<file path="config.mk">
export PLATFORM = sky130hd
export DESIGN_NAME = seq6_counter
export DESIGN_NICKNAME = d
export VERILOG_FILES = /design/src/rtl/seq6_pkg.sv /design/src/rtl/seq6_next.sv /design/src/rtl/seq6_reg.sv /design/src/rtl/seq6_counter.sv
export SDC_FILE = /design/constraint.sdc
export NUM_CORES = 1
export LEC_CHECK = 0
export ABC_CLOCK_PERIOD_IN_PS = 1450
export BUFFER_PORTS_ARGS = -buffer_cell sky130_fd_sc_hd__buf_2
export CORE_AREA = 5 5 42 44
export DETAILED_ROUTE_END_ITERATION = 12
export DIE_AREA = 0 0 47 49
export GPL_ROUTABILITY_DRIVEN = 0
export PLACE_DENSITY = 0.3
export SYNTH_ARGS = -nofsm -noshare
export SYNTH_HDL_FRONTEND = slang
export SYNTH_HIERARCHICAL = 1
export SYNTH_SLANG_ARGS = --single-unit
</file>
<file path="constraint.sdc">
create_clock -name clk -period 1.45 [get_ports clk]
set_input_delay 0.0725 -clock clk [delete_from_list [all_inputs] [get_ports clk]]
set_output_delay 0.0725 -clock clk [all_outputs]
set_load 0.03 [all_outputs]
</file>
<file path="src/rtl/seq6_pkg.sv">
package seq6_pkg;
  localparam int STATE_W = 3;
  localparam int BIT_A   = 0;
  localparam int BIT_B   = 1;
  localparam int BIT_C   = 2;

  typedef logic [STATE_W-1:0] code_t;

  // Codes off the six-state loop: C and B both set.
  function automatic logic is_off_loop(code_t s);
    return s[BIT_C] & s[BIT_B];
  endfunction
endpackage

</file>
<file path="src/rtl/seq6_next.sv">
module seq6_next
  import seq6_pkg::*;
(
  input  code_t cur,
  output code_t nxt
);
  // Direct per-bit equations; no incrementer.
  always_comb begin
    nxt        = '0;
    nxt[BIT_A] = cur[BIT_A] ^ cur[BIT_B];
    nxt[BIT_B] = cur[BIT_C];
    nxt[BIT_C] = ~cur[BIT_B] & ~cur[BIT_C];
  end
endmodule

</file>
<file path="src/rtl/seq6_reg.sv">
module seq6_reg
  import seq6_pkg::*;
#(
  parameter code_t INIT = '0
) (
  input  logic  clk,
  input  logic  rst,
  input  logic  en,
  input  code_t d,
  output code_t q
);
  // Single common edge; enable selects between new and held value.
  always_ff @(posedge clk) begin
    if (rst)     q <= INIT;
    else if (en) q <= d;
  end

  // disabled clock edges leave the register unchanged
  a_r8_hold_when_idle: assert property (@(posedge clk) disable iff (rst)
    (!en) |=> $stable(q));

  // reset loads the start code regardless of enable
  a_r1_reset_loads_init: assert property (@(posedge clk)
    rst |=> (q == INIT));
endmodule

</file>
<file path="src/rtl/seq6_counter.sv">
module seq6_counter
  import seq6_pkg::*;
#(
  parameter logic [STATE_W-1:0] INIT_STATE = 3'b000
) (
  input  logic               clk,
  input  logic               rst,
  input  logic               en,
  output logic [STATE_W-1:0] state
);
  code_t cur_q;
  code_t nxt_d;

  seq6_next u_next (
    .cur (cur_q),
    .nxt (nxt_d)
  );

  seq6_reg #(.INIT(INIT_STATE)) u_reg (
    .clk (clk),
    .rst (rst),
    .en  (en),
    .d   (nxt_d),
    .q   (cur_q)
  );

  assign state = cur_q;

  // A follows A xor B
  a_r2_bit_a_step: assert property (@(posedge clk) disable iff (rst)
    en |=> (state[BIT_A] == ($past(state[BIT_A]) ^ $past(state[BIT_B]))));

  // B takes old C
  a_r3_bit_b_step: assert property (@(posedge clk) disable iff (rst)
    en |=> (state[BIT_B] == $past(state[BIT_C])));

  // C set only from B=0,C=0
  a_r4_bit_c_step: assert property (@(posedge clk) disable iff (rst)
    en |=> (state[BIT_C] == (!$past(state[BIT_B]) && !$past(state[BIT_C]))));

  // an enabled step always lands on the loop
  a_r9_lands_on_loop: assert property (@(posedge clk) disable iff (rst)
    en |=> !is_off_loop(state));
endmodule

</file>
* Word level (Yosys, flattened, before mapping)
Index checks and enable logic that the tools add are counted.
Storage, ports and cells: input port bits 3, output and inout port bits 3, register bits 3, word-level logic and storage cells 5
Operators by class: bitwise operators 4
Operators with widths (number):
- $not A1 Y1 | 2
- $and A1 B1 Y1 | 1
- $xor A1 B1 Y1 | 1

* Depth between registers and ports, before layout
Gate-level depths: netlist of run 1.
depth in word-level cells 2, gate-level depth with buffers 3, depth with buffers taken out 3

* Hierarchy
Netlist of run 1, hierarchy kept.
By module, submodules not included:
- seq6_reg | cells each 9, times used 1, area each 101.3 um^2, seq. area each 60.1 um^2
- seq6_next | cells each 3, times used 1, area each 20.0 um^2, seq. area each 0.0 um^2

* Worst setup path after synthesis of run 1
OpenSTA, ideal clock, no wires.
path kind register to register, from register u_reg.q[1], to register u_reg.q[0], arrival 808 ps, data required time 1335 ps, setup slack 527 ps, clock period less this slack 923 ps, buffers on the path 0, cell stages (with the launch flop) 4, library setup time 115 ps, cells stage by stage dfxtp_1 xor2_1 mux2i_1 nor2_1
Between the ends: word-level cells in the longest chain between the ends 1
RTL lines:
- start: declaration | RTL line seq6_reg.sv:10 | output code_t q
- start signal: assignment | RTL line seq6_reg.sv:14 | if (rst) q <= INIT;
- start signal: assignment | RTL line seq6_reg.sv:15 | else if (en) q <= d;
- $xor A1 B1 Y1 | RTL line seq6_next.sv:10 | nxt[BIT_A] = cur[BIT_A] ^ cur[BIT_B];
- net nxt_d[0] | RTL line seq6_counter.sv:12 | code_t nxt_d;
The timed path passes the listed nets, and every way through them passes these cells. A chain may end at the register's enable or synchronous reset.

* Worst setup path in the final report of run 1
from register u_reg.q[1], to output port state[1]
RTL lines:
- end: declaration | RTL line seq6_counter.sv:9 | output logic [STATE_W-1:0] state
No word-level cell between the ends.

==> results of run 1 <==
[Yosys cell counts]
master,instances,area (um2)
buf_4,1,7.51
dfxtp_1,3,60.1
mux2i_1,3,30.0
nor2_1,4,15.0
xor2_1,1,8.76
[worst paths after layout]
kind | start | depth (start not counted) | endpoint
worst max-delay path | u_reg/q[1]$_SDFFE_PP0P_ | 1 | state[1]
worst min-delay path | rst | 2 | u_reg/q[0]$_SDFFE_PP0P_
worst max register to register | u_reg/q[1]$_SDFFE_PP0P_ | 3 | u_reg/q[0]$_SDFFE_PP0P_
worst min register to register | u_reg/q[0]$_SDFFE_PP0P_ | 2 | u_reg/q[0]$_SDFFE_PP0P_
[per-layer routing]
layer | GRT usage [%] | wire length [um] | vias to the layer above
met1 | 3.30 | 126 | 47
li1 | - | - | 53
met3 | 1.48 | 28 | 0
met2 | 3.17 | 109 | 6
met4 | 5.53 | 0 | 0
met5 | 0 | 0 | -
[per-stage QoR]
step	std cells	hold WS, ns	util (%)	setup slack [ns]	cell area (um2)
global placement	32	0.272	11.3	0.678	159
detailed placement	32	0.276	11.3	0.665	159
CTS	36	0.0276	13.2	0.540	185
floorplan	12	0.145	-	0.527	121
finish	36	0.0379	13.2	0.559	185
global route	36	0.0482	13.2	0.512	185
[final cells by class]
type	instances	area, um2	share of cell area (%)
multi-input cells	8	53.8	29.1
clock buffers	4	26.3	14.2
repair buffers	5	25.0	13.5
well taps	16	20.0	10.8
flip-flops and latches	3	60.1	32.4
[where the power goes]
| part | total [W] | internal, W | leakage [nW] | switching (W) |
|---|---|---|---|---|
| Clock | 0.000146 | 0.000103 | 0.0150 | 0.0000427 |
| Combinational | 0.0000330 | 0.0000125 | 0.0564 | 0.0000205 |
| Sequential | 0.0000932 | 0.0000884 | 0.0246 | 0.00000473 |
[cells in the final DEF, fill, tap and decap left out]
master / n
buf_2: 5
clkbuf_1: 1
mux2i_1: 3
dfxtp_1: 3
xor2_1: 1
clkbuf_4: 3
nor2_1: 4
[kinds of logic (layout without fill, tap and decap cells)]
| kind of cell | after synthesis | count (layout) | synth area share (%) |
|---|---|---|---|
| flops | 3 | 3 | 49.5 |
| mux | 3 | 3 | 24.7 |
| buf+inv | 1 | 9 | 6.19 |
| simple gates | 4 | 4 | 12.4 |
| xor+xnor | 1 | 1 | 7.22 |
==> flow_metrics.py, run 1 <==
metrics = {
    "synthesis": {
        "syn_inst": 12,
        "synth_nets": 15,
        "yosys_warnings": 6,
        "syn-cell-area_um2": 121,
        "synth.ff_latch_count": 3,
        "synth_cell_types": 5,
        "avgSynthCellArea_um2": 10.1,
        "synth-seq-area-share_pct": 49.5,
    },
    "sta": {
        "period_minus_slack_ns": 0.891,
        "finalClockSkew_ns": 0.00248,
        "setup_violations": 0,
        "relSlewSlack_pct": 90.5,
        "hold_viol_final": 0,
        "clock.fmax_mhz": 1120,
        "tightest_slew_ns": 0.139,
        "tns_ns": 0,
        "rsz0062_at_grt": "no",
        "fin_crit_sh_pct": 61.5,
        "final_max_slew_viol_count": 0,
    },
    "clock_tree": {
        "cts.clk_slew.worst_paths_ns": 0.04,
        "cts_num_sinks": 3,
        "clk_latency_ns": 0.23,
        "clock_path_buffers": 2,
        "cts_tree": "built",
        "numCtsBuffers": 3,
        "cts_hold_buf": 0,
        "cts-resized-gates": 0,
        "cts_root_buffer": "clkbuf_4",
        "post_cts_buffers": 0,
        "cts_htree_levels": 1,
    },
    "routing": {
        "dr_total_vias": 106,
        "drt-total-wl_um": 264,
        "detail_route.wl_per_cell_um": 7.33,
        "drtAntennaViolNets": 0,
        "drt_iter0_markers": 0,
        "post-route-drc-count": 0,
        "vias_per_cell": 2.94,
        "first_pass_iters": 1,
    },
    "pwr": {
        "pwr_density_cell_nw_per_um2": 1470,
        "p_total_w": 0.000272,
        "ir_drop_mv": 0.372,
        "cellLeakagePower_nw": 0.0960,
    },
    "flow_run": {
        "cap_violations": 0,
    },
    "worst_setup_path": {
        "path_class": "flop to primary output",
        "worstPathMaxFanout": 4,
        "r2r_setup_slack_ns": 0.66,
        "crit_family": "flip-flops",
        "worstPathRequired_ns": 1.38,
        "cpMaxStageDelayCell": "dfxtp_1",
        "critPathBufInv": 1,
        "end_kind": "primary output",
        "worstPathCellList": "buf_2",
        "crit_path_start_kind": "flop",
        "slowest_delay_ns": 0.37,
        "crit_arrival_ns": 0.82,
    },
    "die": {
        "core_um2": 1400,
        "num_rows": 14,
        "die_width_um": 47,
        "io_pins": 6,
        "die-height_um": 49,
        "die-area_um2": 2300,
        "initial_core_util_pct": 8.66,
    },
    "cells_and_area": {
        "top_register": "u_reg/q",
        "nFillCells": 174,
        "top_regs": "u_reg/q: 3 flops",
        "final_nets": 24,
        "diodes": 0,
        "largest_reg_flops": 3,
        "syn2layout_area_growth_pct": 52.6,
        "drive_gt1_share_pct": 40.0,
    },
    "global_route": {
        "grt_overflow": 0,
        "track_usage_pct": 3.17,
        "grt_pass1_wl_um": 455,
        "grt_pass1_vias": 125,
        "grt_max_degree": 5,
        "antenna_found_initial": 0,
    },
    "status": {
        "outcome": "finished clean",
    },
    "placed_design": {
        "io_buffer_count": 5,
    },
    "worst_hold_path": {
        "hold_class": "input port to flop",
    },
}
Power figures use the tool's default switching activity.
==> run 2, diff against run 1 <==
--- a/config.mk
+++ b/config.mk
@@ -5,7 +5,7 @@
 export SDC_FILE = /design/constraint.sdc
 export NUM_CORES = 1
 export LEC_CHECK = 0
-export ABC_CLOCK_PERIOD_IN_PS = 1450
+export ABC_CLOCK_PERIOD_IN_PS = 800
 export BUFFER_PORTS_ARGS = -buffer_cell sky130_fd_sc_hd__buf_2
 export CORE_AREA = 5 5 42 44
 export DETAILED_ROUTE_END_ITERATION = 12
==> constraint.sdc (replaced) <==
create_clock -name clk -period 0.8 [get_ports clk]
set_input_delay 0.04 -clock clk [delete_from_list [all_inputs] [get_ports clk]]
set_output_delay 0.04 -clock clk [all_outputs]
set_load 0.03 [all_outputs]
==> run 2 against run 1 <==
  * Die area did not move
  * Clock-buffer cell count unchanged
  * Combinational power grew 120%
==> flow_metrics.py, run 2 (synthesized netlist as in run 1, its figures left out) <==
metrics = {
    "clock_tree": {
        "cts_num_sinks": 3,
        "cts.clk_slew.worst_paths_ns": 0.04,
        "cts_root_buffer": "clkbuf_4",
        "clock_path_buffers": 2,
        "numCtsBuffers": 3,
        "cts_htree_levels": 1,
        "clk_latency_ns": 0.23,
        "cts_tree": "built",
    },
    "routing": {
        "dr_total_vias": 109,
        "drt_iter0_markers": 0,
        "first_pass_iters": 1,
        "vias_per_cell": 2.95,
        "drt-total-wl_um": 293,
        "detail_route.wl_per_cell_um": 7.92,
        "drtAntennaViolNets": 0,
        "post-route-drc-count": 0,
    },
    "global_route": {
        "grt_max_degree": 5,
        "grt_pass1_vias": 125,
        "track_usage_pct": 3.38,
        "grt_pass1_wl_um": 469,
        "grt_overflow": 0,
        "antenna_found_initial": 0,
    },
    "pwr": {
        "ir_drop_mv": 0.572,
        "clkPwrFrac_pct": 52.1,
        "netSwitchingFraction_pct": 25.1,
        "p_int_w": 0.000385,
        "cellLeakagePower_nw": 0.103,
        "pwr-share-comb_pct": 14.2,
        "pwr_density_cell_nw_per_um2": 2400,
        "p_seq_share_pct": 33.7,
        "p_switching_w": 0.000129,
    },
    "sta": {
        "tns_ns": 0,
        "hold_ws_ns": 0.124,
        "period_minus_slack_ns": 0.789,
        "finalClockSkew_ns": 0.00175,
        "clock.fmax_mhz": 1270,
        "final_max_slew_viol_count": 0,
        "relSlewSlack_pct": 91.7,
        "tightest_slew_ns": 0.122,
        "hold_viol_final": 0,
        "fin_crit_sh_pct": 98.6,
        "setup_violations": 0,
        "rsz0062_at_grt": "yes",
    },
    "die": {
        "die-area_um2": 2300,
        "die-height_um": 49,
        "io_pins": 6,
        "num_rows": 14,
        "core_um2": 1400,
        "die_width_um": 47,
        "initial_core_util_pct": 8.66,
    },
    "worst_setup_path": {
        "end_kind": "flop",
        "worstPathRequired_ns": 0.92,
        "crit_arrival_ns": 0.91,
        "path_class": "flop to flop",
        "r2r_setup_slack_ns": 0.01,
        "crit_path_start_kind": "flop",
        "worstPathMaxFanout": 4,
    },
    "cells_and_area": {
        "final-instance-count-excl-fill": 37,
        "final_nets": 25,
        "diodes": 0,
        "top_register": "u_reg/q",
        "largest_reg_flops": 3,
        "syn2layout_area_growth_pct": 76.3,
        "drive_gt1_share_pct": 52.4,
        "layout_common_cells": "nor2_1 (4), clkbuf_4 (3), mux2i_1 (3), dfxtp_2 (3)",
        "final_common_cell": "nor2_1",
        "top_regs": "u_reg/q: 3 flops",
    },
    "flow_run": {
        "cap_violations": 0,
    },
    "worst_hold_path": {
        "hold_class": "input port to flop",
    },
    "placed_design": {
        "placed_cells": 32,
        "io_buffer_count": 5,
    },
    "status": {
        "outcome": "finished clean",
    },
}
==> run 2: changes by cell type in the layout (fill, tap and decap cells not counted) <==
cell,delta
buf_2,-3
buf_4,+1
buf_6,+2
dfxtp_1,-3
dfxtp_2,+3
dlygate4sd3_1,+1
==> run 2: path summary, 6_finish.rpt <==
check,from,end,depth (start not counted)
hold / removal,en,u_reg/q[2]$_SDFFE_PP0P_,3
hold reg to reg,u_reg/q[2]$_SDFFE_PP0P_,u_reg/q[2]$_SDFFE_PP0P_,2
setup / recovery,u_reg/q[1]$_SDFFE_PP0P_,u_reg/q[0]$_SDFFE_PP0P_,3
setup reg to reg,u_reg/q[1]$_SDFFE_PP0P_,u_reg/q[0]$_SDFFE_PP0P_,3
==> run 2: per-layer routing <==
metal  global-route usage (%)  share of wire, %
met5                        0                 0
met4                     5.53                 0
met3                     2.95                20
met1                     2.86                40
met2                     3.39                39
==> run 2: worst max-delay path: stages (launching register included) <==
cell     delay [ns]
dfxtp_2        0.33
xor2_1         0.16
mux2i_1        0.13
nor2_1         0.05
==> run 2: power by group through the flow <==
stage / combinational, W / sequential (W) / clock, W
finish: 0.0000731 / 0.000173 / 0.000268
detailed placement: 0.0000603 / 0.000174 / 0
global route: 0.0000783 / 0.000175 / 0.000309
global placement: 0.0000591 / 0.000173 / 0
CTS: 0.0000710 / 0.000173 / 0.000288
floorplan: 0.0000255 / 0.000192 / 0
==> run 2: metrics by stage <==
step / util, % / power, W / area (um2) / worst slack (ns)
finish: 15.3 / 0.000514 / 214 / 0.0109
global route: 15.3 / 0.000562 / 214 / -0.0519
CTS: 15.0 / 0.000531 / 210 / 0.00588
detailed placement: 11.6 / 0.000234 / 163 / 0.0248
global placement: 11.6 / 0.000232 / 163 / 0.0350
floorplan: - / 0.000218 / 125 / -0.0177
==> run 2: repair_timing <==
action,in CTS,in global routing
endpoints found under the setup margin,3,4
resized for setup,4,1
hold buffers,1,0
setup buffers,0,0
endpoints found under the hold margin,3,0
==> run 2: area by class of cell <==
cell class	count	area [um2]
multi-input combinational	8	53.8
clock buffer	4	26.3
sequential	3	63.8
tap	16	20.0
timing repair buffer	6	50.0
fill	163	1190
